==> config.mk <==
export PLATFORM = sky130hd
export DESIGN_NAME = lnpid_inserter
export DESIGN_NICKNAME = d
export VERILOG_FILES = /design/src/rtl/lnpid_pkg.sv /design/src/rtl/lnpid_stage.sv /design/src/rtl/lnpid_lane.sv /design/src/rtl/lnpid_inserter.sv
export SDC_FILE = /design/constraint.sdc
export NUM_CORES = 2
export LEC_CHECK = 0
export ABC_AREA = 1
export ABC_CLOCK_PERIOD_IN_PS = 3600
export BUFFER_PORTS_ARGS = -buffer_cell sky130_fd_sc_hd__buf_2
export CAP_MARGIN = 20
export CORE_UTILIZATION = 56
export CTS_BUF_LIST = sky130_fd_sc_hd__clkbuf_8
export DETAILED_ROUTE_END_ITERATION = 10
export PLACE_DENSITY = 0.87
export SLEW_MARGIN = 20
export SYNTH_ARGS = -nofsm -noshare
export SYNTH_HDL_FRONTEND = slang
export SYNTH_SLANG_ARGS = --single-unit
==> constraint.sdc <==
create_clock -name clk -period 3.6 [get_ports clk]
set_clock_uncertainty 0.05 [all_clocks]
set_input_delay 0.36 -clock clk [delete_from_list [all_inputs] [get_ports clk]]
set_output_delay 0.36 -clock clk [all_outputs]
set_load 0.05 [all_outputs]
==> src/rtl/lnpid_pkg.sv <==
package lnpid_pkg;
  localparam int WORD_W = 10;
  localparam int LINE_W = 11;
  localparam logic [7:0] DID_BYTE  = 8'h41;
  localparam logic [7:0] SDID_BYTE = 8'h01;

  // Ancillary word: byte with even parity bit and inverted parity on top.
  function automatic logic [WORD_W-1:0] anc_word(input logic [7:0] b);
    return {~(^b), ^b, b};
  endfunction

  function automatic logic [WORD_W-1:0] line_word0(input logic [LINE_W-1:0] l);
    return {~l[6], l[6:0], 2'b00};
  endfunction

  function automatic logic [WORD_W-1:0] line_word1(input logic [LINE_W-1:0] l);
    return {1'b1, 3'b000, l[10:7], 2'b00};
  endfunction
endpackage

==> src/rtl/lnpid_stage.sv <==
module lnpid_stage #(
  parameter int W = 160
) (
  input  logic         clk,
  input  logic         rst_n,
  input  logic         in_valid,
  output logic         in_ready,
  input  logic [W-1:0] d,
  output logic         out_valid,
  input  logic         out_ready,
  output logic [W-1:0] q
);
  assign in_ready = !out_valid || out_ready;

  always_ff @(posedge clk) begin
    if (!rst_n) out_valid <= 1'b0;
    else if (in_ready) out_valid <= in_valid;
  end

  always_ff @(posedge clk) begin
    if (!rst_n) q <= '0;
    else if (in_ready && in_valid) q <= d;
  end


  stall_hold_chk: assert property (@(posedge clk) disable iff (!rst_n)
    out_valid && !out_ready |=> out_valid && $stable(q));


  accept_shows_chk: assert property (@(posedge clk) disable iff (!rst_n)
    in_valid && in_ready |=> out_valid);
endmodule

==> src/rtl/lnpid_lane.sv <==
module lnpid_lane
  import lnpid_pkg::*;
#(
  parameter int PID_BYTES = 4,
  parameter int PKT_START = 5
) (
  input  logic                   clk,
  input  logic                   rst_n,
  input  logic                   fire,
  input  logic [WORD_W-1:0]      in_w,
  input  logic [LINE_W-1:0]      ln_v,
  input  logic [8*PID_BYTES-1:0] pid_v,
  input  logic                   ln_req,
  input  logic                   pid_req,
  output logic [WORD_W-1:0]      out_w
);
  localparam int PKT_LEN = 7 + PID_BYTES;
  localparam int LAST    = PKT_START + PKT_LEN - 1;
  localparam int PW      = $clog2(LAST + 1);

  logic [WORD_W-1:0]      p1, p2, p3;
  logic [PW-1:0]          pos;
  logic [LINE_W-1:0]      ln_q;
  logic [8*PID_BYTES-1:0] pid_q;
  logic                   ln_on, pid_on;
  logic                   is_eav;
  logic [8:0]             csum;
  logic [WORD_W-1:0]      pkt_w;

  assign is_eav = (p3 == 10'h3FF) && (p2 == '0) && (p1 == '0) && in_w[6];

  always_ff @(posedge clk) begin
    if (!rst_n) begin
      p1 <= '0; p2 <= '0; p3 <= '0;
      pos <= '0; ln_q <= '0; pid_q <= '0;
      ln_on <= 1'b0; pid_on <= 1'b0;
    end else if (fire) begin
      p3 <= p2; p2 <= p1; p1 <= in_w;
      if (is_eav) begin
        pos    <= PW'(1);
        ln_q   <= ln_v;
        pid_q  <= pid_v;
        ln_on  <= ln_req;
        pid_on <= ln_req && pid_req;
      end else if (pos != '0) begin
        pos <= (pos == PW'(LAST)) ? '0 : pos + PW'(1);
      end
    end
  end

  always_comb begin
    csum = 9'(anc_word(DID_BYTE)) + 9'(anc_word(SDID_BYTE)) + 9'(anc_word(8'(PID_BYTES)));
    for (int b = 0; b < PID_BYTES; b++) csum = csum + 9'(anc_word(pid_q[8*b +: 8]));
  end

  always_comb begin
    int idx;
    int bsel;
    idx  = int'(pos) - PKT_START;
    bsel = (idx >= 6 && idx < 6 + PID_BYTES) ? idx - 6 : 0;
    if (idx == 0)                 pkt_w = 10'h000;
    else if (idx < 3)             pkt_w = 10'h3FF;
    else if (idx == 3)            pkt_w = anc_word(DID_BYTE);
    else if (idx == 4)            pkt_w = anc_word(SDID_BYTE);
    else if (idx == 5)            pkt_w = anc_word(8'(PID_BYTES));
    else if (idx < 6 + PID_BYTES) pkt_w = anc_word(pid_q[8*bsel +: 8]);
    else                          pkt_w = {~csum[8], csum};
  end

  always_comb begin
    out_w = in_w;
    if (ln_on && pos == PW'(1)) out_w = line_word0(ln_q);
    if (ln_on && pos == PW'(2)) out_w = line_word1(ln_q);
    if (pid_on && pos >= PW'(PKT_START)) out_w = pkt_w;
  end


  ln_code_chk: assert property (@(posedge clk) disable iff (!rst_n)
    fire && ln_on && (pos == PW'(1) || pos == PW'(2)) |-> out_w[9] != out_w[8]);


  crc_pass_chk: assert property (@(posedge clk) disable iff (!rst_n)
    fire && (pos == PW'(3) || pos == PW'(4)) |-> out_w == in_w);


  idle_pass_chk: assert property (@(posedge clk) disable iff (!rst_n)
    fire && !ln_on && !pid_on |-> out_w == in_w);
endmodule

==> src/rtl/lnpid_inserter.sv <==
module lnpid_inserter
  import lnpid_pkg::*;
#(
  parameter int NPAIR     = 8,
  parameter int PID_BYTES = 4
) (
  input  logic                         clk,
  input  logic                         rst_n,
  input  logic                         in_valid,
  output logic                         in_ready,
  input  logic [2*NPAIR*WORD_W-1:0]    in_data,
  input  logic [NPAIR*LINE_W-1:0]      ln_in,
  input  logic [NPAIR*8*PID_BYTES-1:0] pid_in,
  input  logic [NPAIR*8*PID_BYTES-1:0] pidx_in,
  input  logic                         ins_ln,
  input  logic                         ins_pid,
  input  logic                         ins_x,
  output logic                         out_valid,
  input  logic                         out_ready,
  output logic [2*NPAIR*WORD_W-1:0]    out_data
);
  localparam int NSTREAM = 2 * NPAIR;
  localparam int DW      = NSTREAM * WORD_W;
  localparam int PIDW    = 8 * PID_BYTES;

  logic          fire;
  logic [DW-1:0] lane_out;

  assign fire = in_valid && in_ready;

  for (genvar s = 0; s < NSTREAM; s++) begin : g_lane
    localparam int K = s / 2;
    logic [PIDW-1:0] pid_sel;
    logic            pid_go;
    if (s % 2 == 0) begin : g_odd
      assign pid_sel = pid_in[PIDW*K +: PIDW];
      assign pid_go  = ins_pid;
    end else begin : g_even
      assign pid_sel = pidx_in[PIDW*K +: PIDW];
      assign pid_go  = ins_pid && ins_x;
    end
    lnpid_lane #(.PID_BYTES(PID_BYTES)) u_lane (
      .clk    (clk),
      .rst_n  (rst_n),
      .fire   (fire),
      .in_w   (in_data[WORD_W*s +: WORD_W]),
      .ln_v   (ln_in[LINE_W*K +: LINE_W]),
      .pid_v  (pid_sel),
      .ln_req (ins_ln),
      .pid_req(pid_go),
      .out_w  (lane_out[WORD_W*s +: WORD_W])
    );
  end

  lnpid_stage #(.W(DW)) u_stage (
    .clk      (clk),
    .rst_n    (rst_n),
    .in_valid (in_valid),
    .in_ready (in_ready),
    .d        (lane_out),
    .out_valid(out_valid),
    .out_ready(out_ready),
    .q        (out_data)
  );
endmodule

==> flow_metrics.tcl, run 1 <==
set metrics [dict create \
    synth_cells 12358 \
    numPortBuffers 928 \
    ys_seq_elements 1425 \
    error "[ERROR GRT-0116] Global routing finished with congestion. Check the congestion regions in the DRC Viewer." \
    synth_edf_count 0 \
    yosysTopAreaCell "dfxtp_1" \
    ios 929 \
    clock-sinks 1425 \
    synth_compound_area_share_pct 16.89 \
    synthTopCellsByArea "dfxtp_1 (32%), nand2_1 (8.9%), nor2_1 (7.4%)" \
    avgSynthCellArea_sq_um 7.130 \
    num_rows 145 \
    gr-total-overflow 11 \
    ys_seq_area_share_pct 32.38 \
    outcome "did not finish" \
    place_hpwl_um 220200 \
    die_width_um 398.7 \
    synth-xor-area-share_pct 5.951 \
    grt_pass1_vias 98718 \
    initial_core_util_pct 56.41 \
    synthArstFlopShare_pct 0 \
    lastStage "global routing (5_1_grt)" \
    syn_nets 13736 \
    yosys_warnings 0 \
    grt_usage_pct 43.84 \
    grt_start_max_net_pins 226 \
    die_h_um 398.7 \
    synth_top_family_by_area "simple AND/OR/NAND/NOR gates" \
    grt_pass1_wl_um 542600 \
    synth_cell_type_count 60 \
    cts_buffers 236 \
    cts_max_level 4 \
    cts_root_buf "clkbuf_8" \
    post-synth-top-count-cell "nand2_1" \
    synthMuxAreaShare_pct 0 \
    synth-main-ff-cell "dfxtp_1" \
    ys_top_cells_by_count "nand2_1 (2090), nor2_1 (1745), dfxtp_1 (1425), inv_1 (1355), o21ai_0 (1137)" \
    synth_area_sq_mm 0.08811 \
    dp_cells 15170 \
    synth.top_cell.area_share_pct 32.38 \
    synth_adder_area_share_pct 10.86 \
    gp_congestion 1.041 \
    yosys.area_share.simple_pct 24.52 \
    clockBufferDepth 3 \
]
[cell families after synthesis]
family / Yosys count
AO/OA/AOI/OAI: 2579
XOR/XNOR: 591
adder cells (fa/ha/maj): 611
buffers and inverters: 2076
flip-flops: 1425
AND/OR/NAND/NOR: 5076
[what timing repair did]
item / CTS
setup buffers: 32
hold buffers: 827
endpoints found under the hold margin: 1155
endpoints found under the setup margin: 32
gates resized for setup: 119
pin swaps: 113
gates cloned: 0
[stage by stage]
| stage | area, sq um | setup WS, ns |
|---|---|---|
| after CTS | 110500 | -0.2329 |
| after global placement | 96500 | -0.2131 |
| after detailed placement | 96500 | -0.2674 |
| after floorplan | 88250 | -0.07984 |
[per-layer routing]
layer | track usage [%] | overflow
met3 | 20.39 | 0
met1 | 47.97 | 0
met4 | 36.39 | 5
met5 | 2.300 | 0
met2 | 64.29 | 6
==> run 2, diff against run 1 <==
--- a/config.mk
+++ b/config.mk
@@ -6,13 +6,12 @@
 export NUM_CORES = 2
 export LEC_CHECK = 0
 export ABC_AREA = 1
-export ABC_CLOCK_PERIOD_IN_PS = 3600
+export ABC_CLOCK_PERIOD_IN_PS = 4700
 export BUFFER_PORTS_ARGS = -buffer_cell sky130_fd_sc_hd__buf_2
 export CAP_MARGIN = 20
-export CORE_UTILIZATION = 56
-export CTS_BUF_LIST = sky130_fd_sc_hd__clkbuf_8
+export CORE_UTILIZATION = 40
 export DETAILED_ROUTE_END_ITERATION = 10
-export PLACE_DENSITY = 0.87
+export PLACE_DENSITY_LB_ADDON = 0.15
 export SLEW_MARGIN = 20
 export SYNTH_ARGS = -nofsm -noshare
 export SYNTH_HDL_FRONTEND = slang
==> constraint.sdc (replaced) <==
create_clock -name clk -period 4.7 [get_ports clk]
set_clock_uncertainty 0.05 [all_clocks]
set_input_delay 0.47 -clock clk [delete_from_list [all_inputs] [get_ports clk]]
set_output_delay 0.47 -clock clk [all_outputs]
set_load 0.05 [all_outputs]
==> run 2 against run 1 <==
Synthesized cell count is the same. Area after synthesis unchanged. The flow now finishes without violations.
==> flow_metrics.tcl, run 2 <==
set metrics [dict create \
    worstPathCellList "fa_1 > fa_1 > fa_1 > ha_1 > fa_1 > a21oi_1 > o21ai_0 > nand2_1 > nand2_1 > a21oi_1 > xor2_1 > inv_1 > or2_2 > nand3_1 > nand2_1 > a21boi_0 > nand2_1 > nand2_1 > nand2_1 > nand2_1 > a21oi_1" \
    crit_family "adder cells" \
    synthTopCellsByArea "dfxtp_1 (32%), nand2_1 (8.9%), nor2_1 (7.4%)" \
    synth_cells 12358 \
    synth-xor-area-share_pct 5.951 \
    cts_tree "yes" \
    p_leak_nw 47.93 \
    fin_crit_sh_pct 92.34 \
    hold_violations 0 \
    initial_core_util_pct 40.42 \
    crit_path_start_kind "register" \
    grt_start_max_net_pins 243 \
    slew_headroom_pct 23.69 \
    largest_register "g_lane.u_lane.pid_q" \
    synth_edf_count 0 \
    final_common_cell "nand2_1" \
    num_rows 171 \
    numPortBuffers 928 \
    ys_seq_elements 1425 \
    synth_adder_area_share_pct 10.86 \
    post-synth-top-count-cell "nand2_1" \
    cts_buffers 171 \
    fmax_mhz 230.4 \
    setup_viol 0 \
    grt_pass1_vias 84723 \
    vias_per_cell 5.266 \
    max_stage_delay_ns 0.47 \
    drc_errors 0 \
    die-area_sq_mm 0.2222 \
    worst-path-buf-inv 1 \
    cpMaxStageDelayCell "fa_1" \
    cts.clk_slew.worst_paths_ns 0.07 \
    core-area_sq_mm 0.2180 \
    cp_data_arrival_time_ns 4.98 \
    place_hpwl_um 233900 \
    firstDrtPassIters 6 \
    yosys.area_share.simple_pct 24.52 \
    powerDensity_mw_per_mm2 276.5 \
    cap_violations 0 \
    fin_cells 16719 \
    largest_reg_flops 512 \
    grt_pass1_wl_um 484200 \
    antenna_found_initial 73 \
    cts_max_level 4 \
    slew_viol_final 0 \
    cts_resized 0 \
    endpoint_kind "register" \
    synth-main-ff-cell "dfxtp_1" \
    synth_compound_area_share_pct 16.89 \
    avgSynthCellArea_sq_um 7.130 \
    cp.required_ns 5.34 \
    synth_area_sq_mm 0.08811 \
    setup_tns_ns 0 \
    clockBufferDepth 3 \
    cts_root_buf "clkbuf_16" \
    hold_path.class "in -> reg" \
    grt_setup_unrepaired "false" \
    yosys_warnings 0 \
    dp_cells 15611 \
    die_width_um 471.3 \
    worst-setup-path-type "reg -> reg" \
    die_h_um 471.3 \
    ys_seq_area_share_pct 32.38 \
    synth_top_family_by_area "simple AND/OR/NAND/NOR gates" \
    yosysTopAreaCell "dfxtp_1" \
    grt_usage_pct 27.40 \
    synth.top_cell.area_share_pct 32.38 \
    final_cell_mix "nand2_1 (2086), nor2_1 (1744), dfxtp_1 (1425), inv_1 (1346), o21ai_0 (1137)" \
    outcome "finished clean" \
    top_regs "g_lane.u_lane.pid_q x512, g_lane.u_lane.ln_q x176" \
    crit_top_cell "nand2_1" \
    antenna_left 0 \
    synth_cell_type_count 60 \
    clkLatencyLatePin_ns 0.82 \
    ios 929 \
    post-route-min-period_ns 4.340 \
    tightest_slew_ns 1.136 \
    syn_to_final_growth_pct 22.82 \
    wl_per_cell_um 18.86 \
    vdd_ir_drop_max_mv 0.2998 \
    vias 88035 \
    drt_iter0_drc 6389 \
    syn_nets 13736 \
    routed_wirelength_um 315300 \
    fin_nets 15064 \
    ys_top_cells_by_count "nand2_1 (2090), nor2_1 (1745), dfxtp_1 (1425), inv_1 (1355), o21ai_0 (1137)" \
    clock-sinks 1425 \
    gp_congestion 0.9598 \
    drive_above_1_share_pct 11.32 \
    synthMuxAreaShare_pct 0 \
    gr-total-overflow 0 \
    cp_max_fo 4 \
    synthArstFlopShare_pct 0 \
]
## run 2: stage by stage
| stage | setup slack [ns] | power (mW) | utilization, % | cell area (sq um) | hold WS [ns] |
|---|---|---|---|---|---|
| after global routing | 0.04633 | 30.99 | 49.63 | 108200 | 0.02978 |
| after global placement | 0.2959 | 15.37 | 43.35 | 94520 | 0.3832 |
| after CTS | 0.3522 | 30.20 | 49.58 | 108100 | 0.001717 |
| after floorplan | 0.7137 | 14.35 | - | 88110 | 0.3705 |
| final | 0.3600 | 29.93 | 49.64 | 108200 | 0.07072 |
| after detailed placement | 0.4051 | 15.41 | 43.35 | 94520 | 0.3894 |
## run 2: logic make-up after synthesis
group	Yosys count
simple gates	5076
fa+ha+maj	611
compound gates	2579
xor+xnor	591
flops	1425
buf+inv	2076
## run 2: area by class of cell
cell class                      count  area (sq um)
Timing Repair Buffer             1795         13260
Multi-Input combinational cell   8857         51330
Clock buffer                      233          5010
Sequential cell                  1425         28530
Inverter                         1436          5419
Tap cell                         2854          3571
Antenna cell                       46         115.1
Fill cell                       21414        109800
Clock inverter                     73         997.2
## run 2: final timing paths
check,startpoint,to,slack [ns],depth (start not counted)
worst max-delay path,g_lane[8].u_lane.pid_q[0]$_SDFFE_PN0P_,u_stage.q[88]$_SDFFE_PN0P_,0.36,21
worst max register to register,g_lane[8].u_lane.pid_q[0]$_SDFFE_PN0P_,u_stage.q[88]$_SDFFE_PN0P_,0.36,21
worst min register to register,g_lane[11].u_lane.p3[1]$_SDFFE_PN0P_,g_lane[11].u_lane.p3[1]$_SDFFE_PN0P_,0.39,2
worst min-delay path,in_data[96],g_lane[9].u_lane.p1[6]$_SDFFE_PN0P_,0.07,3
## run 2: tightest hold or removal path: cells and delay by family
family,cells,cell delay (ns)
compound gates,2,0.25
buf+inv,1,0.16
## run 2: layer usage
layer | global-route usage (%) | part of all wire (%) | up-vias
met4 | 12.34 | 4.8 | 30
li1 | - | - | 43355
met1 | 36.22 | 44 | 41208
met2 | 43.67 | 45 | 2828
met3 | 4.470 | 6.4 | 614
met5 | 0 | 0.062 | -
## run 2: what timing repair did
action / 4_1_cts / 5_1_grt
buffers inserted: 0 / 0
hold buffers: 756 / 0
endpoints found under the hold margin: 871 / 0
setup endpoints to repair: 0 / 0
## run 2: where the power goes
part / total, mW / internal, mW / switching (mW)
registers: 12.8 / 12.5 / 0.308
logic: 2.91 / 1.13 / 1.78
clock network: 14.2 / 8.56 / 5.65
No activity file was read; power rests on OpenSTA's default activity.
